File: src/rtl/sdly_pkg.sv
package sdly_pkg;

   // Largest delay reachable by the code table, in half-cycle steps.
   localparam int unsigned SDLY_TABLE_STEPS = 6;

   typedef struct packed {
      logic mode;   // sample-mode bit
      logic dly_a;  // first delay bit
      logic dly_b;  // second delay bit
   } sdly_code_t;

   // Map the three-bit control code to a number of half-cycle steps.
   function automatic logic [2:0] sdly_steps(input sdly_code_t c);
      logic [2:0] steps;
      unique case ({c.mode, c.dly_a, c.dly_b})
         3'b000:  steps = 3'd1;
         3'b010:  steps = 3'd2;
         3'b110:  steps = 3'd3;
         3'b101:  steps = 3'd4;
         3'b001:  steps = 3'd5;
         3'b011:  steps = 3'd6;
         default: steps = 3'd0;  // 100 and 111: sample on the nominal edge
      endcase
      return steps;
   endfunction

endpackage

File: src/rtl/sdly_code_latch.sv
module sdly_code_latch
   import sdly_pkg::*;
#(
   parameter int unsigned STEP_W = 3
) (
   input  logic              clk_i,
   input  logic              rst_ni,
   input  logic              load_i,
   input  sdly_code_t        code_i,
   output logic [STEP_W-1:0] steps_o
);

   logic [STEP_W-1:0] steps_q;

   always_ff @(posedge clk_i or negedge rst_ni) begin
      if (!rst_ni) begin
         steps_q <= '0;
      end else if (load_i) begin
         steps_q <= STEP_W'(sdly_steps(code_i));
      end
   end

   assign steps_o = steps_q;

   AST_CODE_HELD: assert property (@(posedge clk_i) disable iff (!rst_ni)
      !load_i |=> $stable(steps_q));

   AST_STEPS_IN_TABLE: assert property (@(posedge clk_i) disable iff (!rst_ni)
      steps_q <= STEP_W'(SDLY_TABLE_STEPS));

endmodule

File: src/rtl/sdly_strobe_line.sv
module sdly_strobe_line #(
   parameter int unsigned DEPTH = 6
) (
   input  logic           clk_i,
   input  logic           rst_ni,
   input  logic           stb_i,
   output logic [DEPTH:0] taps_o
);

   logic [DEPTH:0] taps;

   assign taps[0] = stb_i;

   for (genvar g = 1; g <= DEPTH; g++) begin : g_stage
      always_ff @(posedge clk_i or negedge rst_ni) begin
         if (!rst_ni) begin
            taps[g] <= 1'b0;
         end else begin
            taps[g] <= taps[g-1];
         end
      end
   end

   assign taps_o = taps;

endmodule

File: src/rtl/sdly_capture.sv
module sdly_capture
   import sdly_pkg::*;
#(
   parameter int unsigned MAX_STEPS = 6
) (
   input  logic clk_i,
   input  logic rst_ni,
   input  logic burst_idle_i,
   input  logic mode_sel_i,
   input  logic dly_a_i,
   input  logic dly_b_i,
   input  logic sample_stb_i,
   input  logic miso_i,
   output logic cap_bit_o,
   output logic cap_valid_o
);

   localparam int unsigned STEP_W = $clog2(MAX_STEPS + 1);

   if (MAX_STEPS < SDLY_TABLE_STEPS) begin : g_bad_depth
      $error("sdly_capture: MAX_STEPS must cover the code table");
   end

   sdly_code_t        code;
   logic [STEP_W-1:0] steps;
   logic [MAX_STEPS:0] taps;
   logic              fire;
   logic              bit_q;
   logic              vld_q;

   assign code = '{mode: mode_sel_i, dly_a: dly_a_i, dly_b: dly_b_i};

   sdly_code_latch #(.STEP_W(STEP_W)) i_code (
      .clk_i   (clk_i),
      .rst_ni  (rst_ni),
      .load_i  (burst_idle_i),
      .code_i  (code),
      .steps_o (steps)
   );

   sdly_strobe_line #(.DEPTH(MAX_STEPS)) i_line (
      .clk_i  (clk_i),
      .rst_ni (rst_ni),
      .stb_i  (sample_stb_i),
      .taps_o (taps)
   );

   // The tap chosen by the active step count marks the capture edge.
   assign fire = taps[steps];

   always_ff @(posedge clk_i or negedge rst_ni) begin
      if (!rst_ni) begin
         bit_q <= 1'b0;
         vld_q <= 1'b0;
      end else begin
         vld_q <= fire;
         if (fire) begin
            bit_q <= miso_i;
         end
      end
   end

   assign cap_bit_o   = bit_q;
   assign cap_valid_o = vld_q;

   AST_NORMAL_VALID: assert property (@(posedge clk_i) disable iff (!rst_ni)
      (steps == '0 && sample_stb_i) |=> cap_valid_o);

   AST_NORMAL_BIT: assert property (@(posedge clk_i) disable iff (!rst_ni)
      (steps == '0 && sample_stb_i) |=> (cap_bit_o == $past(miso_i)));

   AST_NO_SPURIOUS: assert property (@(posedge clk_i) disable iff (!rst_ni)
      (!sample_stb_i && taps[MAX_STEPS:1] == '0) |=> !cap_valid_o);

   AST_BIT_HELD: assert property (@(posedge clk_i) disable iff (!rst_ni)
      !cap_valid_o |=> (cap_valid_o || $stable(cap_bit_o)));

endmodule

File: config.mk
export PLATFORM = sky130hd
export DESIGN_NAME = sdly_capture
export DESIGN_NICKNAME = d
export VERILOG_FILES = /design/src/rtl/sdly_pkg.sv /design/src/rtl/sdly_code_latch.sv /design/src/rtl/sdly_strobe_line.sv /design/src/rtl/sdly_capture.sv
export SDC_FILE = /design/constraint.sdc
export NUM_CORES = 1
export LEC_CHECK = 0
export BUFFER_PORTS_ARGS = -buffer_cell sky130_fd_sc_hd__clkbuf_2
export CORE_MARGIN = 5
export CORE_UTILIZATION = 32
export CTS_BUF_LIST = sky130_fd_sc_hd__clkbuf_4 sky130_fd_sc_hd__clkbuf_8 sky130_fd_sc_hd__clkbuf_16
export CTS_CLUSTER_DIAMETER = 40
export CTS_CLUSTER_SIZE = 25
export DETAILED_ROUTE_END_ITERATION = 10
export GPL_TIMING_DRIVEN = 0
export PLACE_DENSITY = 0.63
export SYNTH_ARGS = -nofsm -noshare
export SYNTH_HDL_FRONTEND = slang
export SYNTH_HIERARCHICAL = 1
export SYNTH_SLANG_ARGS = --single-unit
export TNS_END_PERCENT = 5
File: constraint.sdc
create_clock -name clk_i -period 3.2 [get_ports clk_i]
set_clock_uncertainty 0.2 [all_clocks]
set_input_delay 0.32 -clock clk_i [delete_from_list [all_inputs] [get_ports clk_i]]
set_output_delay 0.32 -clock clk_i [all_outputs]
set_load 0.01 [all_outputs]
==> impl_results.md, run 1 <==
* Overflow after GRT at 0
* Worst r2r path cells at 3
* Initial DRC count at 4
* Drc violations at 0
* Vias in the first global route at 339
* Crit path kind: input pin to flip-flop
* Gr usage total at 9.52%
* Final Hold Viols at 0
* Netlist cell types at 12
* Wire length on met1 at 295 um
* HP Start: miso_i
* Clock sink total at 11
* Final setup fails at 0
* Core ar. at 0.00130 mm2
* PortBufs at 9
* Die height at around 47 um
* Number of synthesized register bits at 11
* Peak Freq at 0.500 GHz
* Routed wl met3 at 87 um
* Final GP Congestion at ~0.70
* DPL Wire Length at 646 um
* Worst hold path class: input pin to flip-flop
* Fin Hold WS at 0.0820 ns
* Top cells by area, synth: dfrtp_1 63%, mux2_4 6.9%, mux2_2 5.2%, o311a_4 4.9%, mux2i_1 4.6%
* Pre-antenna DRT Iters at 4
* Fin Setup TNS at 0 ns
* H-Tree Level Count at 1
* Largest area contributor in the netlist: dfrtp_1
* Largest net degree at the start of global routing at 12
* Top Metal Used: met4
* Final max-slew violation count at 0
* Worst Path Required at 3.16 ns
* Filler Cells Inserted at 131
* Die area at 0.00220 mm2
* Async set or reset register ratio after synthesis at 100%
* RSZ-0062 raised after global routing: false
* Worst skew pair latency at about 0.27 ns
* Vias at 291
* Starting Density at 33.6%
* Post-synthesis sequential area ratio at 63.0%
* Relative max-transition margin at 82.4%
* PD cells at 559 mW/mm2
* Primary FF master, synth: dfrtp_1
* Initial antenna violation count at 0
* DR vias/cell at approximately 5.1
* Antenna diodes at 0
* Post-synth EDFFs at 0
* # Max-Cap Violations at 0
* Hold Crit Depth at 2
* Outcome: completed
* TritonCTS Buffers at 3
* Leakage dissipation at 0.260 nW
* # rows at 13
* Most common cell in the netlist: dfrtp_1
* Final period util at 62.5%
* Syn Inst Count at 27
* Hold-fix buffers, CTS at 2
* Crit Path Max Fanout at 2
* Fin crit period at 2.00 ns
* ANT nets after route at 0
* Share of cells above drive strength 1 at between 40% and 50%
* Avg Inst Size Synth at 16.2 um2
* DRT Wirelength at 822 um
* Synthesized cell area at around 440 um2
* First-pass GRT wire length at 1370 um
* CTS resizes at 0
* Flop2flop setup slack at 1.48 ns
* # Post-CTS Setup Buffers at 0
* Worst-Margin Slew at around 0.26 ns
* Number of I/O pins at 10
* Syn nets at 35
* DR WL/cell at 14.4 um
* Maximum VDD drop at 0.000223 V
* CTS clk-pin slew, worst paths at 0.07 ns
* Crit path launch type: input pin
* Critical path endpoint category: flip-flop
* Synth warnings at 6
* Hold Path Sink: cap_bit_o
* Max Buffers Root-to-Sink at 2
* Synth-to-Final Area Change at 25.5%
* Yosys top cell area share at a little over three fifths
* Crit path DAT at 1.96 ns
* Worst r2r src: i_code/steps_o[0]
* Die Width at 46.9 um
* Reg-to-reg endpoint: cap_bit_o
* Final #Nets at 51
* Wire length on met2 at ~420 um
* CTS tree: built
* Clk Tree Root Cell: clkbuf_4
-- through the flow --
step	power (mW)	setup slack, ns	utilization, %	instance area, um2	std cells
final	0.307	1.20	42.1	548	57
after global routing	0.322	1.17	42.1	548	57
after CTS	0.311	1.20	42.1	548	57
after detailed placement	0.213	1.46	38.5	500	51
after global placement	0.209	1.48	38.5	500	51
after floorplan	0.192	1.57	-	437	27
-- flip-flops by register name, indices dropped and copies added (netlist names) --
signal	count
cap_bit_o	1
cap_valid_o	1
i_code/steps_o	3
i_line/taps_o	6
-- layout make-up --
class / count / area [um2] / area share (%)
sequential: 11 / 275 / 50.2
multi-input combinational: 15 / 154 / 28.1
timing repair buffer: 11 / 65.1 / 11.9
clock buffer: 3 / 22.5 / 4.11
tap: 15 / 18.8 / 3.42
clock inverter: 1 / 5.00 / 0.913
buffer: 1 / 7.51 / 1.37
-- critical path: stages --
cell and delay (ns):
dlygate4sd3_1 0.53, clkbuf_2 0.11, buf_4 0.12, mux2_4 0.26
o311a_4 0.32, mux2_4 0.29
-- worst max path at each step --
stage | startpoint | to | slack [ns]
floorplan | i_code/steps_o[0] | cap_bit_o | 1.57
CTS | sample_stb_i | cap_bit_o | 1.20
global placement | sample_stb_i | cap_bit_o | 1.48
global route | sample_stb_i | cap_bit_o | 1.17
finish | sample_stb_i | cap_bit_o | 1.20
detailed placement | sample_stb_i | cap_bit_o | 1.46
-- report_power, final --
| part | total, mW | switching [mW] | internal, mW |
|---|---|---|---|
| clock | 0.0957 | 0.0494 | 0.0463 |
| sequential | 0.163 | 0.0109 | 0.152 |
| combinational | 0.0474 | 0.0183 | 0.0291 |
| total | 0.307 | 0.0787 | 0.228 |
-- placed cells by master (no fill, tap or decap) --
master         instances
o22a_1                 1
and3b_1                1
dlygate4sd3_1          2
mux2_2                 2
o21ai_0                1
clkinv_2               1
a21boi_0               2
clkbuf_2               9
nand3b_1               2
o211ai_1               1
buf_4                  1
o311a_4                1
mux2i_1                2
dfrtp_1               11
clkbuf_4               3
mux2_4                 2
-- cell families (layout without fill, tap and decap cells) --
family | count (synthesis) | count (layout) | synth area share [%]
AOI/OAI and AO/OA | 6 | 6 | 13.2
buffers and inverters | 1 | 16 | 1.72
DFF | 11 | 11 | 63.0
muxes | 6 | 6 | 16.6
and+or+nand+nor | 3 | 3 | 5.44
-- layer usage --
metal	global-route usage, %	up-vias
li1	-	130
met1	9.05	141
met2	15.7	18
met3	7.28	2
met4	3.31	0
met5	0	-
(Power assumes the default switching activity.)
==> run 2, diff against run 1 <==
--- a/config.mk
+++ b/config.mk
@@ -13,7 +13,7 @@
 export CTS_CLUSTER_SIZE = 25
 export DETAILED_ROUTE_END_ITERATION = 10
 export GPL_TIMING_DRIVEN = 0
-export PLACE_DENSITY = 0.63
+export PLACE_DENSITY = 0.65
 export SYNTH_ARGS = -nofsm -noshare
 export SYNTH_HDL_FRONTEND = slang
 export SYNTH_HIERARCHICAL = 1
==> constraint.sdc (replaced) <==
create_clock -name clk_i -period 1.6 [get_ports clk_i]
set_clock_uncertainty 0.2 [all_clocks]
set_input_delay 0.16 -clock clk_i [delete_from_list [all_inputs] [get_ports clk_i]]
set_output_delay 0.16 -clock clk_i [all_outputs]
set_load 0.01 [all_outputs]
==> impl_results.md, run 2 (synthesized netlist as in run 1, its figures left out) <==
* Clk Tree Root Cell: clkbuf_4
* Gr usage total at 9.69%
* Clock share of power at between 30% and 40%
* Initial antenna violation count at 0
* Hold Crit Depth at 3
* Crit path DAT at 1.59 ns
* Number of I/O pins at 10
* # Max-Cap Violations at 0
* First-pass GRT wire length at about 1400 um
* Sequential share of power at 51.6%
* Worst Path Required at 1.55 ns
* Sw Ratio at 23.2%
* Die area at 0.00220 mm2
* Synth-to-Final Area Change at 32.7%
* Max reg flops at 6
* H-Tree Level Count at 1
* Fin Setup TNS at -0.0415 ns
* CTS tree: built
* Final period util at 103%
* Worst setup margin at -0.0415 ns
* DRT Wirelength at between 800 and 900 um
* Inst Count DP at 51
* Vias in the first global route at 300
* Crit path kind: flip-flop to flip-flop
* RSZ-0062 raised after global routing: true
* Drc violations at 0
* Clock sink total at 11
* Comb pwr share at ~17%
* Worst-Margin Slew at roughly 0.27 ns
* Worst skew pair latency at 0.26 ns
* Failing checks: setup timing
* Power, Total at 0.630 mW
* Critical path endpoint category: flip-flop
* DR vias/cell at approximately 4.8
* Most frequent cells in the layout: 10 x dfrtp_1, 9 x clkbuf_2, 4 x clkbuf_4, 4 x dlygate4sd3_1
* Routed wl met3 at 51 um
* Relative max-transition margin at roughly 82%
* Maximum VDD drop at approximately 0.00038 V
* Crit path launch type: flip-flop
* PortBufs at 9
* Final max-slew violation count at 0
* Net Switching at 0.146 mW
* Final GP Congestion at 0.724
* Initial DRC count at 0
* Starting Density at about a third
* Antenna diodes at 0
* DPL Wire Length at 594 um
* Share of cells above drive strength 1 at ~47%
* Largest net degree at the start of global routing at 12
* Place WS at -0.102 ns
* Crit Path Max Fanout at 2
* Core ar. at 0.00130 mm2
* Top Metal Used: met4
* TritonCTS Buffers at 3
* Layout Cells excl Fill at 60
* Int Pwr at 0.484 mW
* Leakage dissipation at 0.273 nW
* Pre-antenna DRT Iters at 1
* Die Width at 46.9 um
* PD cells at approximately 1100 mW/mm2
* Final setup fails at 1
* Fin crit period at 1.64 ns
* Peak Freq at between 0.6 and 0.7 GHz
* Worst hold path class: input pin to flip-flop
* Die height at 46.9 um
* # rows at 13
* Final Hold Viols at 0
* ANT nets after route at 0
* Overflow after GRT at 0
* Worst r2r path cells at 3
* Wire length on met1 at 324 um
* DR WL/cell at between 10 and 15 um
* Final #Nets at 54
* Wire length on met2 at around 450 um
* Max Buffers Root-to-Sink at 2
* Outcome: complete, but fails checks
* Vias at 290
* CTS clk-pin slew, worst paths at 0.07 ns
* Most common cell after layout, fill and taps aside: dfrtp_1
run 2: cell types whose count changed in the layout (fill, tap and decap cells not counted), sizes merged:
cell	before	now
clkbuf	12	13
buf	1	2
dlygate4sd3	2	4
clkinv	1	0
run 2: worst max-delay path: stages, from the launching register on:
cell and delay (ns):
dfrtp_2 0.42, mux2_4 0.30, o311a_4 0.32, mux2_4 0.29
run 2: what timing repair did:
item | in CTS | in global routing
resized for setup | 1 | 0
gates cloned | 0 | 0
pin swaps | 0 | 0
hold buffers | 4 | 0
setup buffers | 1 | 0
setup endpoints to repair | 1 | 1
hold endpoints to repair | 14 | 0
run 2: cell type report:
cell class	count	area, um2
fill	128	722
sequential	11	277
multi-input combinational	15	154
timing repair buffer	14	92.6
clock buffer	4	30.0
tap	15	18.8
buffer	1	7.51
run 2: path summary, 6_finish.rpt:
| kind | slack (ns) | from | end |
|---|---|---|---|
| min in group asynchronous | 0.10 | rst_ni | i_line/taps_o[4] |
| max in group asynchronous | 0.86 | rst_ni | i_code/steps_o[0] |
| setup reg to reg | -0.04 | i_code/steps_o[0] | cap_bit_o |
| hold reg to reg | 0.18 | i_line/taps_o[5] | i_line/taps_o[6] |
| hold / removal | 0.09 | dly_a_i | i_code/steps_o[0] |
| setup / recovery | -0.04 | i_code/steps_o[0] | cap_bit_o |
run 2: per-layer routing:
metal / global-route usage (%) / up-vias
met4: 9.94 / 0
met1: 10.3 / 144
li1: - / 136
met3: 3.83 / 2
met5: 0 / -
met2: 14.1 / 8
run 2: power by group through the flow:
stage	Clock [mW]	Sequential [mW]	Combinational, mW
floorplan	0	0.333	0.0522
global placement	0	0.330	0.0883
detailed placement	0	0.333	0.0910
CTS	0.210	0.326	0.107
global route	0.228	0.328	0.113
finish	0.199	0.325	0.105
run 2: metrics by stage:
step           hold slack [ns]  util [%]  area [um2]
2_1_floorplan           -0.336         -         437
3_3_place_gp            -0.161      38.5         500
3_5_place_dp            -0.155      38.5         500
4_1_cts                 0.0688      44.5         579
5_1_grt                  0.113      44.5         579
6_report                0.0871      44.5         579
==> run 3, diff against run 2 <==
--- a/config.mk
+++ b/config.mk
@@ -6,14 +6,13 @@
 export NUM_CORES = 1
 export LEC_CHECK = 0
 export BUFFER_PORTS_ARGS = -buffer_cell sky130_fd_sc_hd__clkbuf_2
-export CORE_MARGIN = 5
 export CORE_UTILIZATION = 32
 export CTS_BUF_LIST = sky130_fd_sc_hd__clkbuf_4 sky130_fd_sc_hd__clkbuf_8 sky130_fd_sc_hd__clkbuf_16
 export CTS_CLUSTER_DIAMETER = 40
 export CTS_CLUSTER_SIZE = 25
 export DETAILED_ROUTE_END_ITERATION = 10
 export GPL_TIMING_DRIVEN = 0
-export PLACE_DENSITY = 0.65
+export PLACE_DENSITY = 0.59
 export SYNTH_ARGS = -nofsm -noshare
 export SYNTH_HDL_FRONTEND = slang
 export SYNTH_HIERARCHICAL = 1
==> impl_results.md, run 3 (synthesized netlist as in run 1, its figures left out) <==
* Crit path DAT at 1.60 ns
* Crit path kind: flip-flop to flip-flop
* Die Width at 38.9 um
* Final Cell Area at 586 um2
* Layout Cells excl Fill at 60
* Place WS at -0.100 ns
* Drc violations at 0
* Vias at 278
* Vias in the first global route at 334
* Overflow after GRT at 0
* Share of cells above drive strength 1 at 47.8%
* Worst hold path class: input pin to flip-flop
* Worst setup margin at -0.0505 ns
* Maximum VDD drop at 0.000441 V
* Final Hold Viols at 0
* # rows at 12
* Fin Hold WS at 0.0748 ns
* Relative max-transition margin at 81.7%
* Peak Freq at 0.606 GHz
* Clock sink total at 11
* Synth-to-Final Area Change at 34.1%
* Fin Setup TNS at -0.0505 ns
* Pre-antenna DRT Iters at 2
* RSZ-0062 raised after global routing: true
* Leakage dissipation at around 0.28 nW
* Initial antenna violation count at 0
* Core ar. at 0.00119 mm2
* Final Core Density at 49.4%
* Clk Tree Root Cell: clkbuf_4
* Max Buffers Root-to-Sink at 2
* # Max-Cap Violations at 0
* Final max-slew violation count at 0
* Worst Path Required at 1.55 ns
* Most frequent cells in the layout: 10 x dfrtp_1, 9 x clkbuf_2, 4 x clkbuf_4, 4 x dlygate4sd3_1, 3 x buf_4
* Largest net degree at the start of global routing at 12
* Number of I/O pins at 10
* Inst Count DP at 50
* Power, Total at around 0.63 mW
* TritonCTS Buffers at 3
* DRT Wirelength at 778 um
* Fin crit period at between 1.5 and 2 ns
* Crit path launch type: flip-flop
* Failing checks: setup timing
* Initial DRC count at 3
* DR vias/cell at approximately 4.6
* Outcome: complete, but fails checks
* Max reg flops at 6
* Final GP Congestion at between 0.7 and 0.8
* Antenna diodes at 0
* Final setup fails at 1
* Dpl cell area at 499 um2
* Final period util at 103%
* H-Tree Level Count at 1
* Die area at 0.00152 mm2
* Final #Nets at 55
* PD cells at roughly 1100 mW/mm2
* DPL Wire Length at 567 um
* First-pass GRT wire length at 1370 um
* Critical path endpoint category: flip-flop
* CTS clk-pin slew, worst paths at 0.06 ns
* ANT nets after route at 0
* Starting Density at 36.8%
* DR WL/cell at 13.0 um
* Crit Path Max Fanout at 3
* Die height at approximately 39 um
* Most common cell after layout, fill and taps aside: dfrtp_1
* CTS tree: built
* Gr usage total at 14.3%
* Worst skew pair latency at 0.26 ns
* PortBufs at 9
* Worst-Margin Slew at 0.274 ns
==> run 3: changes by cell type in the layout (fill, tap and decap cells not counted) <==
| cell | delta |
|---|---|
| buf_4 | +1 |
==> run 3: area by class of cell <==
cell class / count / area (um2)
timing repair buffer: 15 / 100
fill: 113 / 601
sequential: 11 / 277
multi-input combinational: 15 / 154
clock buffer: 4 / 30.0
buffer: 1 / 7.51
tap: 14 / 17.5
==> run 3: worst paths after layout <==
kind                                   start                end  slack (ns)  cells past startpoint
setup / recovery           i_code/steps_o[0]          cap_bit_o       -0.05                      3
hold / removal                       dly_a_i  i_code/steps_o[0]        0.07                      3
setup reg to reg           i_code/steps_o[0]          cap_bit_o       -0.05                      3
hold reg to reg             i_line/taps_o[5]   i_line/taps_o[6]        0.18                      0
max in group asynchronous             rst_ni  i_code/steps_o[0]        0.87                      2
min in group asynchronous             rst_ni   i_line/taps_o[3]        0.10                      2
==> run 3: metal layers <==
| metal | vias up | track usage, % | routed length (um) |
|---|---|---|---|
| met3 | 0 | 3.47 | 27 |
| met5 | - | 0 | 0 |
| met4 | 0 | 10.3 | 0 |
| met2 | 6 | 24.6 | 413 |
| li1 | 137 | - | - |
| met1 | 135 | 14.8 | 338 |
==> run 3: power by group <==
group / leakage, nW / switching (mW) / internal, mW
registers: 0.128 / 0.0201 / 0.306
logic: 0.131 / 0.0398 / 0.0674
clock network: 0.0184 / 0.0873 / 0.113
==> run 3: repair_timing <==
item / 4_1_cts / 5_1_grt
buffers inserted: 2 / 0
resized for setup: 1 / 0
setup endpoints to repair: 1 / 1
hold buffers: 4 / 0
hold endpoints to repair: 16 / 0
==> run 3: critical path: stages, from the launching register on <==
cell and delay [ns]:
dfrtp_2 0.43, mux2_4 0.31, o311a_4 0.31, mux2_4 0.29
